### src/rtl/sar_mono_pkg.sv
package sar_mono_pkg;

  // One resolved comparator decision: fire marks the event, val is the bit.
  typedef struct packed {
    logic fire;
    logic val;
  } sar_dec_t;

  // Differential pair state, ordered {positive control, negative control}.
  typedef enum logic [1:0] {
    PAIR_IDLE = 2'b11,
    PAIR_ONE  = 2'b01,
    PAIR_ZERO = 2'b10
  } pair_e;

endpackage

### src/rtl/sar_front.sv
module sar_front
  import sar_mono_pkg::*;
(
  input  logic     clk,
  input  logic     rst_n,
  input  logic     sample,
  input  logic     cmp_p,
  input  logic     cmp_n,
  output sar_dec_t dec,
  output logic     hold,
  output logic     arm
);

  logic cmp_p_q, cmp_n_q, resolved_q, sample_q, sample_qq;
  logic resolved;

  // The comparator has resolved only when its two outputs differ.
  assign resolved = cmp_p_q ^ cmp_n_q;

  always_ff @(posedge clk or negedge rst_n) begin
    if (!rst_n) begin
      cmp_p_q    <= 1'b0;
      cmp_n_q    <= 1'b0;
      resolved_q <= 1'b0;
      sample_q   <= 1'b0;
      sample_qq  <= 1'b0;
    end else begin
      cmp_p_q    <= cmp_p;
      cmp_n_q    <= cmp_n;
      resolved_q <= resolved;
      sample_q   <= sample;
      sample_qq  <= sample_q;
    end
  end

  assign dec.fire = resolved & ~resolved_q;
  assign dec.val  = cmp_p_q;
  assign hold     = sample_q;
  assign arm      = ~sample_q & sample_qq;

endmodule

### src/rtl/sar_pointer.sv
module sar_pointer #(
  parameter int N = 10
) (
  input  logic         clk,
  input  logic         rst_n,
  input  logic         hold,
  input  logic         arm,
  input  logic         fire,
  output logic [N-1:0] ptr,
  output logic         done
);

  localparam logic [N-1:0] TOP = {1'b1, {(N-1){1'b0}}};

  always_ff @(posedge clk or negedge rst_n) begin
    if (!rst_n) begin
      ptr  <= '0;
      done <= 1'b0;
    end else if (hold) begin
      ptr  <= '0;
      done <= 1'b0;
    end else if (arm) begin
      ptr  <= TOP;
      done <= 1'b0;
    end else if (fire && (ptr != '0)) begin
      ptr <= ptr >> 1;
      if (ptr[0]) done <= 1'b1;
    end
  end

endmodule

### src/rtl/sar_bit_cell.sv
module sar_bit_cell
  import sar_mono_pkg::*;
(
  input  logic clk,
  input  logic rst_n,
  input  logic clr,
  input  logic sel,
  input  logic val,
  output logic ctl_p,
  output logic ctl_n
);

  pair_e st;

  always_ff @(posedge clk or negedge rst_n) begin
    if (!rst_n) begin
      st <= PAIR_IDLE;
    end else if (clr) begin
      st <= PAIR_IDLE;
    end else if (sel && st == PAIR_IDLE) begin
      st <= val ? PAIR_ONE : PAIR_ZERO;
    end
  end

  assign {ctl_p, ctl_n} = st;

endmodule

### src/rtl/sar_result.sv
module sar_result #(
  parameter int N = 10
) (
  input  logic         clk,
  input  logic         rst_n,
  input  logic         load,
  input  logic [N-1:0] code_in,
  input  logic         ready,
  output logic [N-1:0] code,
  output logic         valid
);

  always_ff @(posedge clk or negedge rst_n) begin
    if (!rst_n) begin
      code  <= '0;
      valid <= 1'b0;
    end else if (load) begin
      code  <= code_in;
      valid <= 1'b1;
    end else if (valid && ready) begin
      valid <= 1'b0;
    end
  end

endmodule

### src/rtl/sar_mono_ctrl.sv
module sar_mono_ctrl
  import sar_mono_pkg::*;
#(
  parameter int N = 10
) (
  input  logic         clk,
  input  logic         rst_n,
  input  logic         sample,
  input  logic         cmp_p,
  input  logic         cmp_n,
  output logic [N-1:0] ctl_p,
  output logic [N-1:0] ctl_n,
  output logic         eoc,
  output logic [N-1:0] res_code,
  output logic         res_valid,
  input  logic         res_ready
);

  sar_dec_t     dec;
  logic         hold, arm, clr;
  logic [N-1:0] ptr;
  logic         last_fire;
  logic [N-1:0] code_next;

  sar_front u_front (
    .clk   (clk),
    .rst_n (rst_n),
    .sample(sample),
    .cmp_p (cmp_p),
    .cmp_n (cmp_n),
    .dec   (dec),
    .hold  (hold),
    .arm   (arm)
  );

  sar_pointer #(.N(N)) u_ptr (
    .clk  (clk),
    .rst_n(rst_n),
    .hold (hold),
    .arm  (arm),
    .fire (dec.fire),
    .ptr  (ptr),
    .done (eoc)
  );

  assign clr = hold | arm;

  for (genvar i = 0; i < N; i++) begin : g_cell
    sar_bit_cell u_cell (
      .clk  (clk),
      .rst_n(rst_n),
      .clr  (clr),
      .sel  (ptr[i] & dec.fire),
      .val  (dec.val),
      .ctl_p(ctl_p[i]),
      .ctl_n(ctl_n[i])
    );
  end

  // The last bit settles on the same edge that loads the result, so take it live.
  assign last_fire = dec.fire & ptr[0] & ~clr;
  assign code_next = {~ctl_p[N-1:1], dec.val};

  sar_result #(.N(N)) u_res (
    .clk    (clk),
    .rst_n  (rst_n),
    .load   (last_fire),
    .code_in(code_next),
    .ready  (res_ready),
    .code   (res_code),
    .valid  (res_valid)
  );

endmodule

### config.mk
export PLATFORM = sky130hd
export DESIGN_NAME = sar_mono_ctrl
export DESIGN_NICKNAME = d
export VERILOG_FILES = /design/src/rtl/sar_mono_pkg.sv /design/src/rtl/sar_front.sv /design/src/rtl/sar_pointer.sv /design/src/rtl/sar_bit_cell.sv /design/src/rtl/sar_result.sv /design/src/rtl/sar_mono_ctrl.sv
export SDC_FILE = /design/constraint.sdc
export NUM_CORES = 1
export LEC_CHECK = 0
export ABC_AREA = 1
export ABC_CLOCK_PERIOD_IN_PS = 1600
export BUFFER_PORTS_ARGS = -buffer_cell sky130_fd_sc_hd__buf_2
export CAP_MARGIN = 25
export CORE_ASPECT_RATIO = 1.75
export CORE_UTILIZATION = 55
export CTS_CLUSTER_SIZE = 28
export DETAILED_ROUTE_END_ITERATION = 10
export PLACE_DENSITY = 0.78
export SLEW_MARGIN = 20
export SYNTH_ARGS = -nofsm -noshare
export SYNTH_HDL_FRONTEND = slang
export SYNTH_SLANG_ARGS = --single-unit
### constraint.sdc
create_clock -name clk -period 1.6 [get_ports clk]
set_input_delay 0.24 -clock clk [delete_from_list [all_inputs] [get_ports clk]]
set_output_delay 0.24 -clock clk [all_outputs]
set_load 0.02 [all_outputs]
# ---- Yosys cells after proc, flatten, opt, wreduce, memory -nomap -nowiden
# Cells that the tools add are included.
dict set report word_totals {
  input_bits 6
  elab_cells 105
  ff_bits 47
  output_inout_bits 32
}
dict set report classes {
  mux 30
  n_bitwise 19
  n_reduce_logical 27
  eq_ne 10
}
# operator count
set op_table {}
lappend op_table {{$mux 2} 21}
lappend op_table {{$mux 10} 3}
lappend op_table {{$reduce_bool 2->1} 11}
lappend op_table {{$eq 2x2->1 const B} 10}
lappend op_table {{$and 1x1->1} 13}
lappend op_table {{$logic_and 1x1->1} 12}
lappend op_table {{$reduce_bool 10->1} 1}
lappend op_table {{$not 9->9} 1}
lappend op_table {{$mux 1} 6}
lappend op_table {{$reduce_bool 3->1} 2}
lappend op_table {{$not 1->1} 3}
lappend op_table {{$reduce_and 2->1} 1}
lappend op_table {{$or 1x1->1} 1}
lappend op_table {{$xor 1x1->1} 1}

# ---- Longest topological paths before layout
# Gate-level depths: netlist (run 1).
dict set report logic_depth {
  depth_word 6
  ltp_mapped 9
  mapped_depth_nobuf 8
}

# ---- By module
# Synthesis (run 1) repeated with hierarchy kept, for this count alone.
dict set report hier_totals {
  cells_unflattened 269
  hier_area_um2 2123.3
}
# module n_inst area_each_um2 seq_area_each_um2 cells_each
set modules_own_cells {}
lappend modules_own_cells {sar_bit_cell 10 85.1 52.6 10}
lappend modules_own_cells {sar_pointer 1 534.3 275.3 73}
lappend modules_own_cells {sar_result 1 421.7 275.3 47}
lappend modules_own_cells {sar_front 1 171.4 125.1 15}
lappend modules_own_cells {sar_mono_ctrl 1 145.1 0.0 34}

# ---- Worst setup path after synthesis (run 1)
# OpenSTA, ideal clock, no wires.
dict set report synth_path {
  path_kind {reg2reg}
  startpoint {reg u_ptr.ptr[2]}
  endpoint {reg u_ptr.ptr[0]}
  t_required_ns 1.535
  slack_ns 0.398
  period_less_slack_ns 1.202
  n_path_buf 1
  t_arrival_ns 1.137
  setup_time_ns 0.065
  path_stages_with_launch 7
  cell_sequence {dfrtp_1 > nor2_1 > nand3_1 > o21ai_4 > buf_6 > nand3_1 > nand2_1}
}
dict set report synth_between {
  elab_chain_cells 3
}
# element line_no
set synth_rtl {}
lappend synth_rtl {{start: declaration} sar_pointer.sv:9} ;# output logic [N-1:0] ptr,
lappend synth_rtl {{start signal: assignment} sar_pointer.sv:26} ;# ptr <= ptr >> 1;
lappend synth_rtl {{$reduce_bool 10->1} sar_pointer.sv:25} ;# end else if (fire && (ptr != '0)) begin
lappend synth_rtl {{$logic_and 1x1->1} sar_pointer.sv:25}
lappend synth_rtl {{$reduce_bool 3->1 (no line)} n/a}
# No other way between the ends.
# A chain may end at the register's enable or synchronous reset.

# ---- Worst setup path in the final report (run 1)
dict set report layout_path {
  startpoint {reg u_front.cmp_p_q}
  endpoint {reg u_res.valid}
}
dict set report layout_between {
  elab_chain_cells 5
  elab_cells_between_ends 6
  classes_between {mux: 1; bitwise: 4; reduce/logical: 1}
}
# element line_no
set layout_rtl {}
lappend layout_rtl {{start: declaration} sar_front.sv:14} ;# logic cmp_p_q, cmp_n_q, resolved_q, sample_q, sample_qq;
lappend layout_rtl {{start signal: assignment} sar_front.sv:28} ;# cmp_p_q <= cmp_p;
lappend layout_rtl {{$xor 1x1->1 (*)} sar_front.sv:18} ;# assign resolved = cmp_p_q ^ cmp_n_q;
lappend layout_rtl {{via u_front.resolved} sar_front.sv:15} ;# logic resolved;
lappend layout_rtl {{$and 1x1->1 (*)} sar_front.sv:36} ;# assign dec.fire = resolved & ~resolved_q;
lappend layout_rtl {{$and 1x1->1 (*) (2 in a row)} sar_mono_ctrl.sv:61} ;# assign last_fire = dec.fire & ptr[0] & ~clr;
lappend layout_rtl {{$mux 1 / $reduce_bool 2->1 (equally long branches)} n/a}
lappend layout_rtl {{end signal: assignment} sar_result.sv:16} ;# valid <= 1'b0;
lappend layout_rtl {{end signal: assignment} sar_result.sv:19} ;# valid <= 1'b1;
lappend layout_rtl {{end signal: assignment} sar_result.sv:21} ;# valid <= 1'b0;
lappend layout_rtl {{end: declaration} sar_result.sv:10} ;# output logic valid
# The timed path passes the listed nets; every way through them passes the cells marked *.

==> results of run 1 <==
==> kinds of logic (layout without fill, tap and decap cells) <==
logic type | count (synthesis) | in the layout | share of synthesized area (%)
AND/OR/NAND/NOR | 141 | 141 | 27.2
buffers and inverters | 56 | 81 | 13.7
flip-flops | 47 | 47 | 52.3
AO/OA/AOI/OAI | 21 | 21 | 6.81
==> final cells by class <==
type | instances | area (µm²)
fillers | 359 | 1400
flip-flops and latches | 47 | 1200
multi-input cells | 162 | 781
repair buffers | 45 | 273
inverters | 28 | 105
clock buffers | 6 | 82.6
well taps | 48 | 60.1
clock inverters | 2 | 35.0
==> Yosys cell counts, types with 3 or more instances <==
cell type  count
dfrtp_1       27
buf_4         21
nand3b_1       6
nand3_1       16
buf_6          3
nand4_1        8
inv_1         27
dfstp_2       20
o21ai_2        8
nor2_1        30
nand2_1       73
nor2_4         3
o21ai_0        6
==> worst max-delay path, delay by kind of cell (launching register included) <==
kind	cells	cell delay [ns]
AOI/OAI and AO/OA	1	0.18
buffers and inverters	1	0.06
DFF	1	0.44
and+or+nand+nor	5	0.60
==> power by group <==
| group | internal [W] | switching, W | total [W] |
|---|---|---|---|
| logic | 0.0000497 | 0.000108 | 0.000157 |
| registers | 0.00121 | 0.0000175 | 0.00123 |
| clock network | 0.000505 | 0.000371 | 0.000877 |
| total | 0.00177 | 0.000496 | 0.00226 |
==> through the flow <==
| step | power (W) | instance area, µm² |
|---|---|---|
| finish | 0.00226 | 2540 |
| global route | 0.00235 | 2540 |
| CTS | 0.00229 | 2540 |
| detailed placement | 0.00141 | 2410 |
| global placement | 0.00141 | 2410 |
| floorplan | 0.00135 | 2300 |
==> routing by layer <==
metal	share of wire (%)	track usage (%)	vias up
met3	3.1	4.36	6
met4	1.7	9.34	0
met2	53	36.1	32
met1	42	23.6	796
met5	0	0	-
li1	-	-	861
==> what timing repair did <==
item                       CTS  global route
setup endpoints to repair    0             0
hold endpoints to repair    27             0
hold buffers                 1             0
==> sequential cells by signal (all words and copies together), names as in the netlist <==
signal              count
u_front.hold            1
u_res.code             10
u_front.sample_qq       1
u_front.cmp_p_q         1
u_front.resolved_q      1
u_res.valid             1
g_cell.u_cell.st       20
u_ptr.ptr              10
u_ptr.done              1
u_front.cmp_n_q         1
==> worst min path at each step <==
stage | from | endpoint | slack, ns | cells past startpoint
finish | sample | u_front.hold$_DFF_PN0_ | 0.04 | 1
global route | sample | u_front.hold$_DFF_PN0_ | 0.03 | 1
CTS | sample | u_front.hold$_DFF_PN0_ | 0.04 | 1
detailed placement | rst_n | u_res.code[0]$_DFFE_PN0P_ | 0.24 | 2
floorplan | rst_n | u_front.cmp_n_q$_DFF_PN0_ | -0.06 | 0
global placement | rst_n | u_front.cmp_n_q$_DFF_PN0_ | 0.24 | 2
==> impl_metrics.yaml, run 1 <==
critical_path:
  reg2reg_from: "u_front.cmp_p_q$_DFF_PN0_"
  end_kind: "flop"
  critPathMaxStageDelay_ns: 0.44
  worst_r2r_path_depth: 7
  cp_max_fo: 11
  critPathSlowestCell: "dfrtp_1"
  worstPathCellList: "inv_2 -> nand2_1 -> nand2_2 -> nand2_2 -> nor2_4 -> nand2_1 -> o21ai_0"
  cp.required_ns: 1.75
  reg2reg_to: "u_res.valid$_DFFE_PN0P_"
  endpoint: "u_res.valid$_DFFE_PN0P_"
  rrSetupSlack_ns: 0.15
  setup.worst_path.start: "u_front.cmp_p_q$_DFF_PN0_"
  cp.arrival_ns: 1.59
  start_kind: "flop"
  crit_type: "flop to flop"
yosys:
  yosys_warnings: 0
  syn_area_um2: 2300
  synth_seq_cells: 47
  ys_top_cells_by_area: "dfrtp_1 29%, dfstp_2 23%, nand2_1 12%"
  synth_top_area_share_pct: 29.4
  postSynth.asyncResetShare_pct: 100
  postSynthAreaPerCell_um2: 8.66
  synth_cells: 265
  synth_top_cell_by_area: "dfrtp_1"
  postSynthNetCount: 271
  synth_enable_flop_cells: 0
  seq_area_frac_synth_pct: 52.3
  yosysUniqueCellTypes: 24
  synthFlopType: "dfrtp_1"
global_route:
  grt_pass1_wl_mm: 6.83
  grt_use_total_pct: 20.6
  grt_max_degree: 48
  grt_pass1_vias: 1580
  antenna_found_initial: 0
  grt-ovfl-total: 0
sta:
  max_slew_margin_pct: 72.9
  max_freq_mhz: 692
  setup_viol: 0
  setup_tns_ns: 0
  slew_violations: 0
  min_period_over_period_pct: 90.4
  hold_ws_ns: 0.0422
  hold_violations: 0
  finalCriticalPeriod_ns: 1.45
  tightest_slew_ns: 0.405
  fin_worst_skew_ns: 0.00694
  rsz0062_at_grt: "false"
  worst_slack_ns: 0.154
layout:
  mostFrequentLayoutCell: "nand2_1"
  final_cell_mix: "73 x nand2_1, 37 x buf_2, 30 x nor2_1"
  layout-drive-gt1-share_pct: 30.0
  layout.nets: 295
  fin_util_pct: 64.4
  final_cells: 338
  area_delta_synth_final_pct: 10.5
  antenna_cells: 0
route:
  drcViolationCount: 0
  drtAntennaViolNets: 0
  vias: 1695
  first_iter_violations: 49
  detail_route.wl_per_cell_um: 11.9
  dr.pass1.iters: 4
  routed_via_density: 5.01
  routed_wirelength_mm: 4.01
clocking:
  cts_root_buffer: "clkbuf_8"
  cts_made_buffers: 5
  cts_tree: "built"
  clock_path_buffers: 2
  worstSkewPairLatency_ns: 0.30
  post_cts_buffers: 0
  h-tree-depth: 2
  post_cts_resized: 0
  cts.sinks: 47
  clk_pin_slew_ns: 0.08
power:
  max-vdd-ir-drop_mv: 0.734
  powerDensity_nw_per_um2: 893
  power.leakage_nw: 1.30
placement:
  gp_congestion: 0.835
  place_ws_ns: 0.174
  placed_cells: 329
  hpwl_mm: 3.00
  portBuffers: 37
run:
  maxCapViolations: 0
floorplanning:
  initial_core_util_pct: 58.3
  fp-row-count: 30
  dieHeight_um: 87.5
  die-area_um2: 4450
  ios: 38
  chipWidth_um: 50.8
  core_um2: 3940
run_status:
  status: "complete, no violations"
worst_hold_path:
  hold_class: "input port to flop"
Power figures use the tool's default switching activity.
==> run 2, diff against run 1 <==
--- a/config.mk
+++ b/config.mk
@@ -6,7 +6,7 @@
 export NUM_CORES = 1
 export LEC_CHECK = 0
 export ABC_AREA = 1
-export ABC_CLOCK_PERIOD_IN_PS = 1600
+export ABC_CLOCK_PERIOD_IN_PS = 1350
 export BUFFER_PORTS_ARGS = -buffer_cell sky130_fd_sc_hd__buf_2
 export CAP_MARGIN = 25
 export CORE_ASPECT_RATIO = 1.75
==> constraint.sdc (replaced) <==
create_clock -name clk -period 1.35 [get_ports clk]
set_input_delay 0.2025 -clock clk [delete_from_list [all_inputs] [get_ports clk]]
set_output_delay 0.2025 -clock clk [all_outputs]
set_load 0.02 [all_outputs]
==> impl_metrics.yaml, run 2 (synthesis results as in run 1) <==
layout:
  fin_util_pct: 67.4
  area_delta_synth_final_pct: 15.7
  regMostFlops: "g_cell.u_cell.st"
  final_cell_mix: "70 x nand2_1, 37 x buf_2, 30 x nor2_1"
  largest_reg_flops: 20
  final_cells: 350
  layout-drive-gt1-share_pct: 34.4
  antenna_cells: 0
  final_area_um2: 2660
  mostFrequentLayoutCell: "nand2_1"
  layout.nets: 307
  nFillCells: 344
  reg_top3: "g_cell.u_cell.st (20), u_ptr.ptr (10), u_res.code (10)"
sta:
  fin_worst_skew_ns: 0.00390
  slew_violations: 0
  max_freq_mhz: 774
  setup_viol: 0
  hold_violations: 0
  worst_slack_ns: 0.0573
  max_slew_margin_pct: 83.5
  min_period_over_period_pct: 95.8
  tightest_slew_ns: 0.246
  finalCriticalPeriod_ns: 1.29
  hold_ws_ns: 0.0120
critical_path:
  cp.required_ns: 1.59
  cp_max_fo: 5
  crit_top_cell: "nand2_1"
  critPathMaxStageDelay_ns: 0.45
  start_kind: "flop"
  crit_type: "flop to flop"
  worstPathCellList: "inv_2 -> nand2_1 -> nand2_2 -> nand2_4 -> nor2_4 -> buf_4 -> nand3b_1 -> nand2_1"
  cp.arrival_ns: 1.53
  end_kind: "flop"
  critPathSlowestCell: "dfrtp_2"
clocking:
  cts.sinks: 47
  cts_made_buffers: 5
  cts_root_buffer: "clkbuf_8"
  worstSkewPairLatency_ns: 0.29
  clk_pin_slew_ns: 0.08
  h-tree-depth: 2
  cts_tree: "built"
  clock_path_buffers: 2
route:
  detail_route.wl_per_cell_um: 12.5
  routed_wirelength_mm: 4.39
  first_iter_violations: 35
  vias: 1796
  routed_via_density: 5.13
  dr.pass1.iters: 4
  drtAntennaViolNets: 0
  drcViolationCount: 0
floorplanning:
  initial_core_util_pct: 58.3
  dieHeight_um: 87.5
  die-area_um2: 4450
  core_um2: 3940
  fp-row-count: 30
  chipWidth_um: 50.8
  ios: 38
global_route:
  grt_use_total_pct: 21.8
  grt-ovfl-total: 0
  grt_pass1_vias: 1637
  grt_max_degree: 48
  grt_pass1_wl_mm: 7.21
  antenna_found_initial: 0
placement:
  placed_cells: 335
  gp_congestion: 0.810
  place_area_um2: 2450
  portBuffers: 37
  place_ws_ns: 0.0101
  hpwl_mm: 3.13
power:
  max-vdd-ir-drop_mv: 0.822
  powerDensity_nw_per_um2: 1030
  power.leakage_nw: 1.38
worst_hold_path:
  hold_class: "input port to flop"
run_status:
  status: "complete, no violations"
run:
  maxCapViolations: 0
==> run 2: changes by cell type in the layout (fill, tap and decap cells not counted), moves of 2 or more <==
| cell | delta |
|---|---|
| buf_4 | +9 |
| nand2_1 | -3 |
| buf_6 | +2 |
| inv_1 | -2 |
| inv_2 | +2 |
| nand2_4 | +2 |
==> run 2: cell type report <==
cell class              count  area (µm²)  area share (%)
flip-flops and latches     47        1200            45.3
multi-input cells         162         798            30.1
repair buffers             57         373            14.0
inverters                  28         105            3.96
clock buffers               6        82.6            3.11
well taps                  48        60.1            2.26
clock inverters             2        35.0            1.32
==> run 2: worst paths after layout <==
kind / startpoint / end / slack (ns) / depth (start not counted)
min in group asynchronous: rst_n / u_ptr.done$_DFFE_PN0P_ / 0.41 / 3
max in group asynchronous: rst_n / g_cell[9].u_cell.st[0]$_DFFE_PN1P_ / 0.66 / 3
max: u_front.cmp_p_q$_DFF_PN0_ / u_res.code[8]$_DFFE_PN0P_ / 0.06 / 8
min reg2reg: u_front.hold$_DFF_PN0_ / u_front.sample_qq$_DFF_PN0_ / 0.46 / 0
max reg2reg: u_front.cmp_p_q$_DFF_PN0_ / u_res.code[8]$_DFFE_PN0P_ / 0.06 / 8
min: cmp_n / u_front.cmp_n_q$_DFF_PN0_ / 0.01 / 1
==> run 2: what timing repair did <==
item	4_1_cts	5_1_grt
buffers inserted	0	5
gates cloned	0	1
gates resized for setup	2	10
pin swaps	0	4
hold endpoints to repair	27	1
hold buffers	1	1
endpoints found under the setup margin	3	21
==> run 2: layer usage <==
metal	up-vias	track usage (%)	wire [µm]
li1	882	-	-
met3	8	3.84	122
met1	869	25.1	1780
met4	0	9.34	86
met2	37	38.7	2400
met5	-	0	0
==> run 2: stage by stage <==
step / total power [W] / TNS [ns]
2_1_floorplan: 0.00161 / 0
4_1_cts: 0.00273 / 0
3_3_place_gp: 0.00168 / 0
5_1_grt: 0.00282 / -0.121
3_5_place_dp: 0.00168 / 0
6_report: 0.00272 / 0
==> run 2: where the power goes <==
group	internal (W)	switching (W)	leakage, nW
combinational	0.0000785	0.000140	0.747
clock	0.000599	0.000448	0.0612
sequential	0.00144	0.0000201	0.574
total	0.00212	0.000608	1.38
==> run 2: critical path, delay by kind of cell, from the launching register on <==
kind	cells	cell delay, ns
AND/OR/NAND/NOR	6	0.54
flip-flops	1	0.45
buffers and inverters	2	0.24
==> run 3, diff against run 2 <==
--- a/config.mk
+++ b/config.mk
@@ -5,12 +5,11 @@
 export SDC_FILE = /design/constraint.sdc
 export NUM_CORES = 1
 export LEC_CHECK = 0
-export ABC_AREA = 1
 export ABC_CLOCK_PERIOD_IN_PS = 1350
 export BUFFER_PORTS_ARGS = -buffer_cell sky130_fd_sc_hd__buf_2
 export CAP_MARGIN = 25
 export CORE_ASPECT_RATIO = 1.75
-export CORE_UTILIZATION = 55
+export CORE_UTILIZATION = 54
 export CTS_CLUSTER_SIZE = 28
 export DETAILED_ROUTE_END_ITERATION = 10
 export PLACE_DENSITY = 0.78
==> impl_metrics.yaml, run 3 <==
global_route:
  grt-ovfl-total: 0
  grt_use_total_pct: 23.9
  grt_max_degree: 28
  antenna_found_initial: 0
  grt_pass1_wl_mm: 6.29
  grt_pass1_vias: 1367
sta:
  hold_violations: 0
  rsz0062_at_grt: "true"
  slew_violations: 0
  worst_slack_ns: -0.339
  finalCriticalPeriod_ns: 1.69
  setup_viol: 15
  min_period_over_period_pct: 125
  max_freq_mhz: 592
  hold_ws_ns: 0.0756
  max_slew_margin_pct: 75.7
  fin_worst_skew_ns: 0.00573
  tightest_slew_ns: 0.364
  setup_tns_ns: -2.15
layout:
  largest_reg_flops: 20
  layout.nets: 243
  area_delta_synth_final_pct: 27.4
  antenna_cells: 0
  reg_top3: "g_cell.u_cell.st (20), u_ptr.ptr (10), u_res.code (10)"
  final_cell_mix: "42 x nand2_1, 37 x buf_2, 27 x dfrtp_1"
  final_area_um2: 2500
  mostFrequentLayoutCell: "nand2_1"
  layout-drive-gt1-share_pct: 48.3
  regMostFlops: "g_cell.u_cell.st"
clocking:
  clk_pin_slew_ns: 0.08
  clock_path_buffers: 2
  cts_root_buffer: "clkbuf_8"
  cts_tree: "built"
  cts.sinks: 47
  h-tree-depth: 2
  cts_made_buffers: 5
  worstSkewPairLatency_ns: 0.30
yosys:
  netlist_top_cells_count: "52 x nand2_1, 31 x o21ai_0, 27 x dfrtp_1, 20 x buf_4, 20 x dfstp_2"
  synth_top_area_share_pct: 34.4
  synth_enable_flop_cells: 0
  seq_area_frac_synth_pct: 61.2
  ys_top_cells_by_area: "dfrtp_1 34%, dfstp_2 27%, nand2_1 9.9%"
  synthFlopType: "dfrtp_1"
  yosysUniqueCellTypes: 24
  postSynth.asyncResetShare_pct: 100
  yosys_warnings: 0
  synth_seq_cells: 47
  syn_area_um2: 1960
  yosys.cell_count.top_type: "nand2_1"
  synth_top_cell_by_area: "dfrtp_1"
  postSynthNetCount: 197
  synth_cells: 191
  postSynthAreaPerCell_um2: 10.3
power:
  power.leakage_nw: 1.09
  max-vdd-ir-drop_mv: 0.817
  powerDensity_nw_per_um2: 974
route:
  drtAntennaViolNets: 0
  wl_met1_mm: 1.63
  routed_wirelength_mm: 4.45
  first_iter_violations: 39
  routed_via_density: 5.18
  drcViolationCount: 0
  dr.pass1.iters: 4
  dr_wl_met2_mm: 2.57
  wl_met3_um: 150
  vias: 1467
  detail_route.wl_per_cell_um: 15.7
  routed.top_layer: "met4"
placement:
  portBuffers: 37
  place_area_um2: 2180
  hpwl_mm: 2.76
  gp_congestion: 0.777
critical_path:
  end_kind: "flop"
  cp.required_ns: 1.57
  cp_max_fo: 6
  crit_type: "flop to flop"
  start_kind: "flop"
  cp.arrival_ns: 1.91
floorplanning:
  initial_core_util_pct: 57.1
  core_um2: 3430
  fp-row-count: 28
  chipWidth_um: 47.6
  dieHeight_um: 81.7
  ios: 38
  die-area_um2: 3890
run_status:
  status: "complete, but fails checks"
  violations: "setup timing"
worst_hold_path:
  hold_class: "input port to flop"
run:
  maxCapViolations: 0
run 3: final timing paths:
check / from / endpoint / slack (ns) / depth (start not counted)
setup / recovery: u_ptr.ptr[5]$_DFFE_PN0P_ / u_ptr.ptr[1]$_DFFE_PN0P_ / -0.34 / 3
hold / removal: res_ready / u_res.valid$_DFFE_PN0P_ / 0.08 / 2
setup reg to reg: u_ptr.ptr[5]$_DFFE_PN0P_ / u_ptr.ptr[1]$_DFFE_PN0P_ / -0.34 / 3
hold reg to reg: u_front.hold$_DFF_PN0_ / u_front.sample_qq$_DFF_PN0_ / 0.46 / 0
max in group asynchronous: rst_n / g_cell[3].u_cell.st[1]$_DFFE_PN1P_ / 0.47 / 3
min in group asynchronous: rst_n / u_res.code[0]$_DFFE_PN0P_ / 0.36 / 2
run 3: what timing repair did:
item,4_1_cts,5_1_grt
setup buffers,2,3
endpoints found under the setup margin,30,38
pin swaps,2,18
gates cloned,0,4
gates resized for setup,15,47
endpoints found under the hold margin,9,0
hold buffers,4,0
run 3: metrics by stage:
stage	setup WS [ns]	std cells	power [W]	utilization (%)
CTS	-0.339	278	0.00244	68.0
global route	-0.390	283	0.00252	72.8
global placement	-0.291	264	0.00160	63.4
finish	-0.339	283	0.00243	72.8
floorplan	-0.246	191	0.00152	-
detailed placement	-0.349	264	0.00161	63.4
run 3: area by class of cell:
type	count	area, µm²
Clock inverter	1	5.00
Clock buffer	7	76.3
Fill cell	262	935
Sequential cell	47	1200
Tap cell	45	56.3
Inverter	2	7.51
Timing Repair Buffer	65	465
Multi-Input combinational cell	116	687
run 3: logic make-up (layout without fill, tap and decap cells):
logic type / Yosys count / in the layout / synth area share [%]
buffers and inverters: 29 / 75 / 9.44
flip-flops: 47 / 47 / 61.2
AND/OR/NAND/NOR: 71 / 72 / 15.4
AO/OA/AOI/OAI: 36 / 36 / 9.82
multiplexers: 7 / 7 / 3.64
XOR/XNOR: 1 / 1 / 0.447
run 3: routing by layer:
layer / GRT usage [%] / vias to the layer above
met4: 10.8 / 0
met3: 5.93 / 9
met5: 0 / -
li1: - / 709
met1: 25.9 / 706
met2: 41.8 / 43
run 3: power breakdown:
group          internal, W  switching [W]  total (W)  leakage, nW
combinational    0.0000853       0.000102   0.000188        0.473
sequential         0.00142      0.0000157    0.00144        0.574
clock             0.000364       0.000442   0.000805       0.0422
run 3: critical path, stage by stage (launching register included):
cell	delay (ns)
dfrtp_1	0.37
or4_1	0.52
o41a_1	0.50
o21ai_0	0.21
